===== config.mk =====
export PLATFORM = sky130hd
export DESIGN_NAME = bank_regfile
export DESIGN_NICKNAME = d
export VERILOG_FILES = /design/src/rtl/bankreg_pkg.sv /design/src/rtl/bank_ctrl.sv /design/src/rtl/bank_datapath.sv /design/src/rtl/bank_regfile.sv
export SDC_FILE = /design/constraint.sdc
export NUM_CORES = 2
export LEC_CHECK = 0
export ABC_CLOCK_PERIOD_IN_PS = 6900
export BUFFER_PORTS_ARGS = -buffer_cell sky130_fd_sc_hd__buf_2
export CAP_MARGIN = 5
export CORE_MARGIN = 10
export CORE_UTILIZATION = 30
export CTS_CLUSTER_DIAMETER = 60
export DETAILED_ROUTE_END_ITERATION = 10
export GPL_TIMING_DRIVEN = 0
export HOLD_SLACK_MARGIN = 0.06
export SLEW_MARGIN = 20
export SYNTH_ARGS = -nofsm -noshare
export SYNTH_HDL_FRONTEND = slang
export SYNTH_HIERARCHICAL = 1
export SYNTH_SLANG_ARGS = --single-unit

===== constraint.sdc =====
create_clock -name clk -period 6.9 [get_ports clk]
set_input_delay 1.035 -clock clk [delete_from_list [all_inputs] [get_ports clk]]
set_output_delay 1.035 -clock clk [all_outputs]
set_load 0.1 [all_outputs]

===== src/rtl/bankreg_pkg.sv =====
package bankreg_pkg;

  typedef enum logic [2:0] {
    BK_USR = 3'd0,
    BK_FIQ = 3'd1,
    BK_IRQ = 3'd2,
    BK_SVC = 3'd3,
    BK_ABT = 3'd4,
    BK_UND = 3'd5
  } bank_e;

  localparam logic [4:0] MODE_FIQ = 5'h11;
  localparam logic [4:0] MODE_IRQ = 5'h12;
  localparam logic [4:0] MODE_SVC = 5'h13;
  localparam logic [4:0] MODE_ABT = 5'h17;
  localparam logic [4:0] MODE_UND = 5'h1B;

  localparam int NUM_BANKS = 6;
  localparam int NUM_SLOTS = NUM_BANKS - 1;

  typedef struct packed {
    logic        regWe;
    logic [3:0]  regAddr;
    bank_e       bank;
    logic        spsrWe;
  } ctrl_strobe_t;

  function automatic bank_e decodeMode(input logic [4:0] m);
    case (m)
      MODE_FIQ: decodeMode = BK_FIQ;
      MODE_IRQ: decodeMode = BK_IRQ;
      MODE_SVC: decodeMode = BK_SVC;
      MODE_ABT: decodeMode = BK_ABT;
      MODE_UND: decodeMode = BK_UND;
      default:  decodeMode = BK_USR;
    endcase
  endfunction

endpackage


===== src/rtl/bank_ctrl.sv =====
module bank_ctrl
  import bankreg_pkg::*;
#(
  parameter int DATA_W = 32,
  parameter logic [DATA_W-1:0] RESET_STATUS = 'hD3
) (
  input  logic              clk,
  input  logic              rstN,
  input  logic              wrEn,
  input  logic [3:0]        wrAddr,
  input  logic              modeChg,
  input  logic [4:0]        modeNew,
  input  logic              spsrWr,
  input  logic              restoreReq,
  input  logic [DATA_W-1:0] spsrCur,
  output ctrl_strobe_t      strobe,
  output logic [DATA_W-1:0] statusWord,
  output logic              restoreErr
);

  bank_e curBank;
  logic  hasSlot;

  assign curBank = decodeMode(statusWord[4:0]);
  assign hasSlot = (curBank != BK_USR);

  always_comb begin
    strobe.regWe   = wrEn;
    strobe.regAddr = wrAddr;
    strobe.bank    = curBank;
    strobe.spsrWe  = spsrWr && hasSlot;
  end

  always_ff @(posedge clk or negedge rstN) begin
    if (!rstN) begin
      statusWord <= RESET_STATUS;
      restoreErr <= 1'b0;
    end else if (restoreReq) begin
      restoreErr <= !hasSlot;
      if (hasSlot) begin
        statusWord <= spsrCur;
      end
    end else begin
      restoreErr <= 1'b0;
      if (modeChg) begin
        statusWord[4:0] <= modeNew;
      end
    end
  end

endmodule


===== src/rtl/bank_datapath.sv =====
module bank_datapath
  import bankreg_pkg::*;
#(
  parameter int DATA_W = 32
) (
  input  logic              clk,
  input  logic              rstN,
  input  ctrl_strobe_t      strobe,
  input  logic [DATA_W-1:0] wrData,
  input  logic [DATA_W-1:0] spsrData,
  input  logic [3:0]        rdAddrA,
  input  logic [3:0]        rdAddrB,
  output logic [DATA_W-1:0] rdDataA,
  output logic [DATA_W-1:0] rdDataB,
  output logic [DATA_W-1:0] spsrCur
);

  localparam int LO_REGS  = 8;
  localparam int HI_REGS  = 5;
  localparam int HI_SETS  = 2;
  localparam int NUM_RD   = 2;

  logic [DATA_W-1:0] commonLo [LO_REGS];
  logic [DATA_W-1:0] pcReg;
  logic [DATA_W-1:0] hiBank   [HI_SETS][HI_REGS];
  logic [DATA_W-1:0] spLr     [NUM_BANKS][2];
  logic [DATA_W-1:0] spsrBank [NUM_SLOTS];

  logic [3:0]        rdAddr [NUM_RD];
  logic [DATA_W-1:0] rdData [NUM_RD];

  logic       hiSel;
  logic [2:0] slotIdx;

  assign hiSel   = (strobe.bank == BK_FIQ);
  assign slotIdx = 3'(strobe.bank) - 3'd1;

  always_ff @(posedge clk or negedge rstN) begin
    if (!rstN) begin
      for (int i = 0; i < LO_REGS; i++) commonLo[i] <= '0;
      pcReg <= '0;
      for (int s = 0; s < HI_SETS; s++)
        for (int i = 0; i < HI_REGS; i++) hiBank[s][i] <= '0;
      for (int b = 0; b < NUM_BANKS; b++) begin
        spLr[b][0] <= '0;
        spLr[b][1] <= '0;
      end
      for (int b = 0; b < NUM_SLOTS; b++) spsrBank[b] <= '0;
    end else begin
      if (strobe.regWe) begin
        if (!strobe.regAddr[3]) begin
          commonLo[strobe.regAddr[2:0]] <= wrData;
        end else if (strobe.regAddr == 4'd15) begin
          pcReg <= wrData;
        end else if (strobe.regAddr >= 4'd13) begin
          spLr[strobe.bank][strobe.regAddr == 4'd14] <= wrData;
        end else begin
          hiBank[hiSel][strobe.regAddr[2:0]] <= wrData;
        end
      end
      if (strobe.spsrWe) begin
        spsrBank[slotIdx] <= spsrData;
      end
    end
  end

  assign rdAddr[0] = rdAddrA;
  assign rdAddr[1] = rdAddrB;
  assign rdDataA   = rdData[0];
  assign rdDataB   = rdData[1];

  for (genvar p = 0; p < NUM_RD; p++) begin : g_rd
    always_comb begin
      if (!rdAddr[p][3]) begin
        rdData[p] = commonLo[rdAddr[p][2:0]];
      end else if (rdAddr[p] == 4'd15) begin
        rdData[p] = pcReg;
      end else if (rdAddr[p] >= 4'd13) begin
        rdData[p] = spLr[strobe.bank][rdAddr[p] == 4'd14];
      end else begin
        rdData[p] = hiBank[hiSel][rdAddr[p][2:0]];
      end
    end
  end

  always_comb begin
    spsrCur = '0;
    if (strobe.bank != BK_USR) spsrCur = spsrBank[slotIdx];
  end

endmodule


===== src/rtl/bank_regfile.sv =====
module bank_regfile
  import bankreg_pkg::*;
#(
  parameter int DATA_W = 32,
  parameter logic [DATA_W-1:0] RESET_STATUS = 'hD3
) (
  input  logic              clk,
  input  logic              rstN,
  input  logic [3:0]        rdAddrA,
  output logic [DATA_W-1:0] rdDataA,
  input  logic [3:0]        rdAddrB,
  output logic [DATA_W-1:0] rdDataB,
  input  logic              wrEn,
  input  logic [3:0]        wrAddr,
  input  logic [DATA_W-1:0] wrData,
  input  logic              modeChg,
  input  logic [4:0]        modeNew,
  input  logic              spsrWr,
  input  logic [DATA_W-1:0] spsrData,
  input  logic              restoreReq,
  output logic [DATA_W-1:0] statusWord,
  output logic              restoreErr
);

  ctrl_strobe_t      strobe;
  logic [DATA_W-1:0] spsrCur;

  bank_ctrl #(.DATA_W(DATA_W), .RESET_STATUS(RESET_STATUS)) u_ctrl (
    .clk        (clk),
    .rstN       (rstN),
    .wrEn       (wrEn),
    .wrAddr     (wrAddr),
    .modeChg    (modeChg),
    .modeNew    (modeNew),
    .spsrWr     (spsrWr),
    .restoreReq (restoreReq),
    .spsrCur    (spsrCur),
    .strobe     (strobe),
    .statusWord (statusWord),
    .restoreErr (restoreErr)
  );

  bank_datapath #(.DATA_W(DATA_W)) u_dp (
    .clk      (clk),
    .rstN     (rstN),
    .strobe   (strobe),
    .wrData   (wrData),
    .spsrData (spsrData),
    .rdAddrA  (rdAddrA),
    .rdAddrB  (rdAddrB),
    .rdDataA  (rdDataA),
    .rdDataB  (rdDataB),
    .spsrCur  (spsrCur)
  );

endmodule


After elaboration in Yosys (flattened, before gate mapping)
Cells that the tools add are included.

word-level totals
  bits of input ports = 87
  flip-flop bits (word level) = 1,185
  word-level logic and storage cells = 149
  output and inout port bits = 97

cells by class
  $lt $le $gt $ge = 17
  equality and inequality tests = 13
  bitwise gates (word level) = 12
  reductions and logical operators = 15
  $add $sub $neg = 1
  mux-type cells = 52

operators with widths
  kind                                                                           number
  32-bit two-way mux                                                             25
  160-bit two-way mux                                                            4
  32-bit binary-select mux with 3-bit select                                     5
  384-bit bitwise mux                                                            1
  320-bit bitwise mux                                                            1
  256-bit bitwise mux                                                            1
  64-bit binary-select mux with 3-bit select                                     1
  32-bit demux with 3-bit select                                                 2
  64-bit demux with 3-bit select                                                 1
  64-bit two-way mux                                                             3
  160-bit bitwise mux                                                            1
  160-bit demux with 1-bit select                                                1
  32-bit demux with 1-bit select                                                 1
  4-bit >= comparator (second input constant)                                    8
  5-bit equality test (second input constant)                                    5
  4-bit equality test (second input constant)                                    6
  3-bit NOT with 4-bit output                                                    5
  5-bit two-way mux                                                              3
  3-bit case mux with 5 select lines                                             1
  4-bit by 1-bit less-than comparator with 1-bit output (second input constant)  3
  2-bit >= comparator (second input constant)                                    4
  1-bit NOT with 2-bit output                                                    4
  4-bit AND reduction                                                            2
  1-bit logical AND                                                              6
  11 further kinds                                                               16

Logic depth before layout (Yosys ltp)
  word-level depth = 13
  gate-level depth with buffers = 19

Cells and area by module
The synthesis kept the hierarchy.

modules (own cells, without submodules)
  module         area an instance (um2)  instances  sequential area each (um2)  cells each
  bank_datapath  57,805.4                1          28,827.6                    4,439
  bank_ctrl      1,605.3                 1          832.0                       115

Worst setup path before layout
OpenSTA, ideal clock, no wires.

  kind = register -> output
  start = register u_ctrl.statusWord[2]
  end = output rdDataB[21]
  path buffers = 8
  setup slack = 0.618 ns
  data required time = 5.865 ns
  cell stages (with the launch flop) = 18
  data arrival time = 5.247 ns
  path through = dfrtp_1 buf_2 nor2_1 and3_2 buf_2 clkinv_1 buf_2 buf_2 ha_1 nand2b_4 buf_6 buf_4 buf_4 buf_4 mux2i_1 o22ai_1 o21ai_0 a31oi_1

RTL lines
  element                 RTL line            source
  start, declared         bank_ctrl.sv:17     output logic [DATA_W-1:0] statusWord,
  start signal, assigned  bank_ctrl.sv:41     statusWord <= spsrCur;
  start signal, assigned  bank_ctrl.sv:46     statusWord[4:0] <= modeNew;
  end, declared           bank_regfile.sv:12  output logic [DATA_W-1:0] rdDataB,

==> results.md <==
Clock tree:
- TritonCTS created 142 clock buffers.
- The clock tree from TritonCTS is built.
- The latest clock arrival within the worst-skew pair is 820 ps.
- The number of hold buffers added after CTS is 0.
- The buffer type at the clock tree root is sky130_fd_sc_hd__clkbuf_16.
- The buffer depth of the longest clock path is 3.
- The setup fix buffers added after clock tree synthesis is 0.
- The CTS H-tree depth is 4.
- Clock-pin slew was measured on the worst setup and hold paths at 60 ps.
- The sink count of the clock tree is 1185.

Critical path:
- The kind of end point of the critical path is an output port.
- The worst setup path is launched from a register.
- Along the worst path, the maximum fanout reaches 21.
- On the worst path, the slowest cell contributes a delay of 720 ps.
- STA puts the critical path data required time at 5860 ps.
- The origin of the critical flop-to-flop path is u_ctrl/statusWord[4].
- Among all stages on the critical path, the largest delay is contributed by sky130_fd_sc_hd__o211ai_1.
- The depth of the worst register-to-register path is 15.
- The critical path is of the register to output port type.
- The critical path goes through buf_2, nor2_1, and3_4, buf_2, inv_4, buf_4, ha_1, nand2b_4, buf_6, buf_6, buf_6, buf_6, mux2i_1, o221a_2, o211ai_1, buf_6.
- In this run the register-to-register setup slack is 1920 ps.
- The cell that appears most often on the critical path is sky130_fd_sc_hd__buf_6.
- The signal arrival time at the worst endpoint is 5800 ps.
- The capturing point of the worst reg2reg path is u_ctrl/statusWord[1].

Placement:
- In this run the tool buffered the top-level ports with 174 buffer cells.
- The placed wire-length estimate after detailed placement is 185 mm.
- Summing all placed instances gives a cell area of 63900 um^2.
- Routability-driven placement finished with a final weighted congestion of 0.999.

Synth:
- The synthesis-stage register bit count is 1185.
- The instance count of the mapped netlist is 4554.
- The part of the Yosys area used for sequential elements is 49.9%.
- sky130_fd_sc_hd__dfrtp_1 takes more of the synthesized area than any other cell.
- The post-synthesis average cell area is 13.0 um^2.
- By area the synthesized netlist is led by sky130_fd_sc_hd__dfrtp_1, sky130_fd_sc_hd__mux2_2, sky130_fd_sc_hd__mux2i_1.
- When the netlist entered floorplanning its net count stood at 4644.
- By count the netlist is led by sky130_fd_sc_hd__mux2_2, sky130_fd_sc_hd__dfrtp_1, sky130_fd_sc_hd__mux2i_1.
- The mapped cell area is 59400 um^2.
- The count of flip-flops with a built-in enable after synthesis is 0.
- The share of Yosys cell area claimed by the top area cell type is 49.7%.
- The share of async-settable or async-resettable flops after synthesis is 100%.
- The Yosys step of the flow raised 6 warnings.
- In the post-synthesis netlist, the cell with the most instances is sky130_fd_sc_hd__mux2_2.
- The dominant synthesized flop cell is sky130_fd_sc_hd__dfrtp_1.
- The number of different library cells used by synthesis comes to 76.

Route:
- Dividing the detail-routed via count by the number of cells gives 5.71.
- The number of nets with antenna violations after routing is 0.
- After detailed routing, the average wire length per cell comes to 32.6 um.
- The first detailed-routing pass took 6 iterations.
- The via count is 43600.
- The post-detailed-route DRC marker count is 0.
- The starting DRC count in detailed routing is 4866.
- The final wirelength is 249 mm.

Outcome:
- The run finished with clean final reports.

Global route:
- The number of antenna violations at the first check in global routing is 28.
- The total congestion overflow is 0.
- The first global-routing pass estimated 345 mm of wire.
- The global router's overall resource usage is 22.2%.
- Entering global routing, the biggest net connects 139 pins.
- The number of global-route vias before repair is 44200.

Power:
- The analysis attributes to cell leakage a power of 31.2 nW.
- Of the total power, registers draw 41.3%.
- Summed over all nets, the switching power comes to 0.00653 W.
- Internal power comes to 0.0140 W.
- In this run the power density over the cells is 298 nW/um^2.
- The fraction of power consumed by the clock network is 37.1%.
- The design draws 0.0205 W.
- The share of total power in combinational logic is 21.6%.
- IR analysis of the VDD net gives a maximum drop of 0.000200 V.
- Net switching is 31.9% of the power.

Floorplanning:
- In this run the count of I/O pins placed on the die edge is 184.
- The number of placement rows is 163.
- The initial core utilization is 30.1%.
- The overall die height is 465 um.
- The total area inside the core boundary comes to 197000 um^2.
- The horizontal die dimension is 465 um.
- The full die area is 216000 um^2.

Timing:
- The actual transition at the worst max-transition pin is 1350 ps.
- The clock period could shrink to 6830 ps.
- The final count of hold timing violations is 0.
- In the finished design, the share of the clock period the worst path needs comes to 99.0%.
- The worst relative slew slack is 10.3%.
- Setup repair after global routing left no endpoint under its margin.
- Across the routed clock network, the largest skew measured is 47.0 ps.
- The number of setup violations in the final report is 0.
- On the final layout, the worst hold slack is 122 ps.
- The number of slew-limit violations in the final report is 0.
- The peak clock frequency supported by timing is 146 MHz.

Layout:
- The share of layout cells above drive strength 1 is 41.1%.
- The post-layout net count is 4971.
- The final-layout fill cell count is 19400.
- The final design area excluding fillers is 68800 um^2.
- The area growth from synthesis to layout is 15.9%.

Flow run:
- Max-cap violations in this run came to 0.

Hold path:
- In this run the worst hold path is classified as input pin to async pin.
[what timing repair did]
action,CTS,global route
resized for setup,40,7
setup endpoints to repair,64,34
pin swaps,5,1
hold endpoints to repair,0,0
[cells in the final DEF (no fill, tap or decap), types with 11 or more instances in the layout]
| master | synthesis | routed |
|---|---|---|
| sky130_fd_sc_hd__mux2_2 | 1266 | 1266 |
| sky130_fd_sc_hd__buf_1 | 24 | 18 |
| sky130_fd_sc_hd__clkbuf_2 | 0 | 16 |
| sky130_fd_sc_hd__nand2_1 | 113 | 113 |
| sky130_fd_sc_hd__buf_2 | 145 | 303 |
| sky130_fd_sc_hd__o21ai_0 | 159 | 157 |
| sky130_fd_sc_hd__nand4_1 | 22 | 22 |
| sky130_fd_sc_hd__o221ai_1 | 21 | 20 |
| sky130_fd_sc_hd__buf_4 | 25 | 30 |
| sky130_fd_sc_hd__nand3_1 | 19 | 19 |
| sky130_fd_sc_hd__nand2b_1 | 16 | 16 |
| sky130_fd_sc_hd__mux2_1 | 26 | 26 |
| sky130_fd_sc_hd__inv_1 | 12 | 12 |
| sky130_fd_sc_hd__a222oi_1 | 12 | 12 |
| sky130_fd_sc_hd__a22oi_1 | 15 | 15 |
| sky130_fd_sc_hd__or2_2 | 11 | 11 |
| sky130_fd_sc_hd__mux2i_1 | 406 | 404 |
| sky130_fd_sc_hd__clkinv_2 | 0 | 19 |
| sky130_fd_sc_hd__clkbuf_16 | 0 | 146 |
| sky130_fd_sc_hd__nor2_1 | 145 | 142 |
| sky130_fd_sc_hd__mux4_2 | 88 | 88 |
| sky130_fd_sc_hd__mux2_4 | 20 | 20 |
| sky130_fd_sc_hd__o211ai_1 | 16 | 16 |
| sky130_fd_sc_hd__a221oi_1 | 55 | 55 |
| sky130_fd_sc_hd__a21oi_1 | 116 | 115 |
| sky130_fd_sc_hd__clkbuf_1 | 234 | 244 |
| sky130_fd_sc_hd__a221o_1 | 42 | 42 |
| sky130_fd_sc_hd__buf_6 | 12 | 24 |
| sky130_fd_sc_hd__o2bb2ai_1 | 32 | 32 |
| sky130_fd_sc_hd__o22ai_1 | 140 | 140 |
| sky130_fd_sc_hd__nor2b_1 | 14 | 14 |
| sky130_fd_sc_hd__a21boi_0 | 24 | 24 |
| sky130_fd_sc_hd__dfrtp_1 | 1180 | 1180 |
| sky130_fd_sc_hd__clkbuf_8 | 0 | 32 |
[final cells by class]
cell class / count / area (um^2) / area share (%)
diodes: 7 / 17.5 / 0.0254
plain buffers: 440 / 2110 / 3.06
clock buffers: 204 / 4190 / 6.09
clock inverters: 50 / 534 / 0.776
inverters: 15 / 58.8 / 0.0854
multi-input cells: 2912 / 27700 / 40.3
flip-flops and latches: 1185 / 29700 / 43.1
well taps: 2640 / 3300 / 4.80
repair buffers: 185 / 1240 / 1.80
[stage by stage]
| step | TNS, ps | worst slack (ps) | cells | util, % |
|---|---|---|---|---|
| after detailed placement | -3620 | -524 | 7379 | 32.4 |
| after global placement | - | -21570 | 7368 | 32.2 |
| after CTS | 0 | 14.1 | 7631 | 34.9 |
| after global routing | 0 | 32.9 | 7632 | 34.9 |
| final | 0 | 68.5 | 7638 | 34.9 |
| after floorplan | 0 | 618 | 4554 | - |
[worst max-delay path: cells and delay by family, from the launching register on]
kind	cells	cell delay (ps)
buffers and inverters	9	2300
AOI/OAI and AO/OA	2	1080
and+or+nand+nor	3	690
DFF	1	370
adders and majority gates	1	280
muxes	1	230
[power by group through the flow]
stage	clock network (W)	registers, W	logic [W]
after floorplan	0	0.00837	0.00290
after global placement	0	0.00852	0.00426
after detailed placement	0	0.00855	0.00435
after CTS	0.00773	0.00843	0.00438
after global routing	0.00800	0.00855	0.00461
final	0.00760	0.00845	0.00443
[kinds of logic (layout without fill, tap and decap cells)]
| kind of cell | after synthesis | after routing | synth area share (%) |
|---|---|---|---|
| muxes | 1806 | 1806 | 35.2 |
| DFF | 1185 | 1185 | 49.9 |
| AOI/OAI and AO/OA | 716 | 716 | 8.22 |
| buffers and inverters | 457 | 894 | 3.56 |
| and+or+nand+nor | 385 | 385 | 3.04 |
| adders and majority gates | 3 | 3 | 0.0632 |
| xor gates and xnor gates | 2 | 2 | 0.0295 |
| other | 0 | 7 | 0 |
[sequential cells by signal (all words and copies together), names as in the netlist]
signal and flops:
u_ctrl/statusWord 32, u_ctrl/restoreErr 1, u_dp/commonLo 256, u_dp/hiBank 320, u_dp/spLr 384, u_dp/spsrBank 160, u_dp/pcReg 32
[layer usage]
layer	up-vias	wire length (um)	GRT usage (%)
met5	-	112	0
met4	20	15300	12.1
met3	552	22500	5.66
met2	2146	107000	33.0
met1	23300	104000	29.6
li1	17600	-	-
[how the worst max path moves through the flow]
stage,to,from,cells after the start
final,rdDataA[30],u_ctrl/statusWord[2],16
after global routing,rdDataA[30],u_ctrl/statusWord[2],16
after CTS,rdDataA[2],u_ctrl/statusWord[2],17
after detailed placement,rdDataB[21],u_ctrl/statusWord[4],17
after global placement,u_dp/commonLo[105],rstN,1
after floorplan,rdDataB[21],u_ctrl/statusWord[2],17
(Power assumes the default switching activity.)
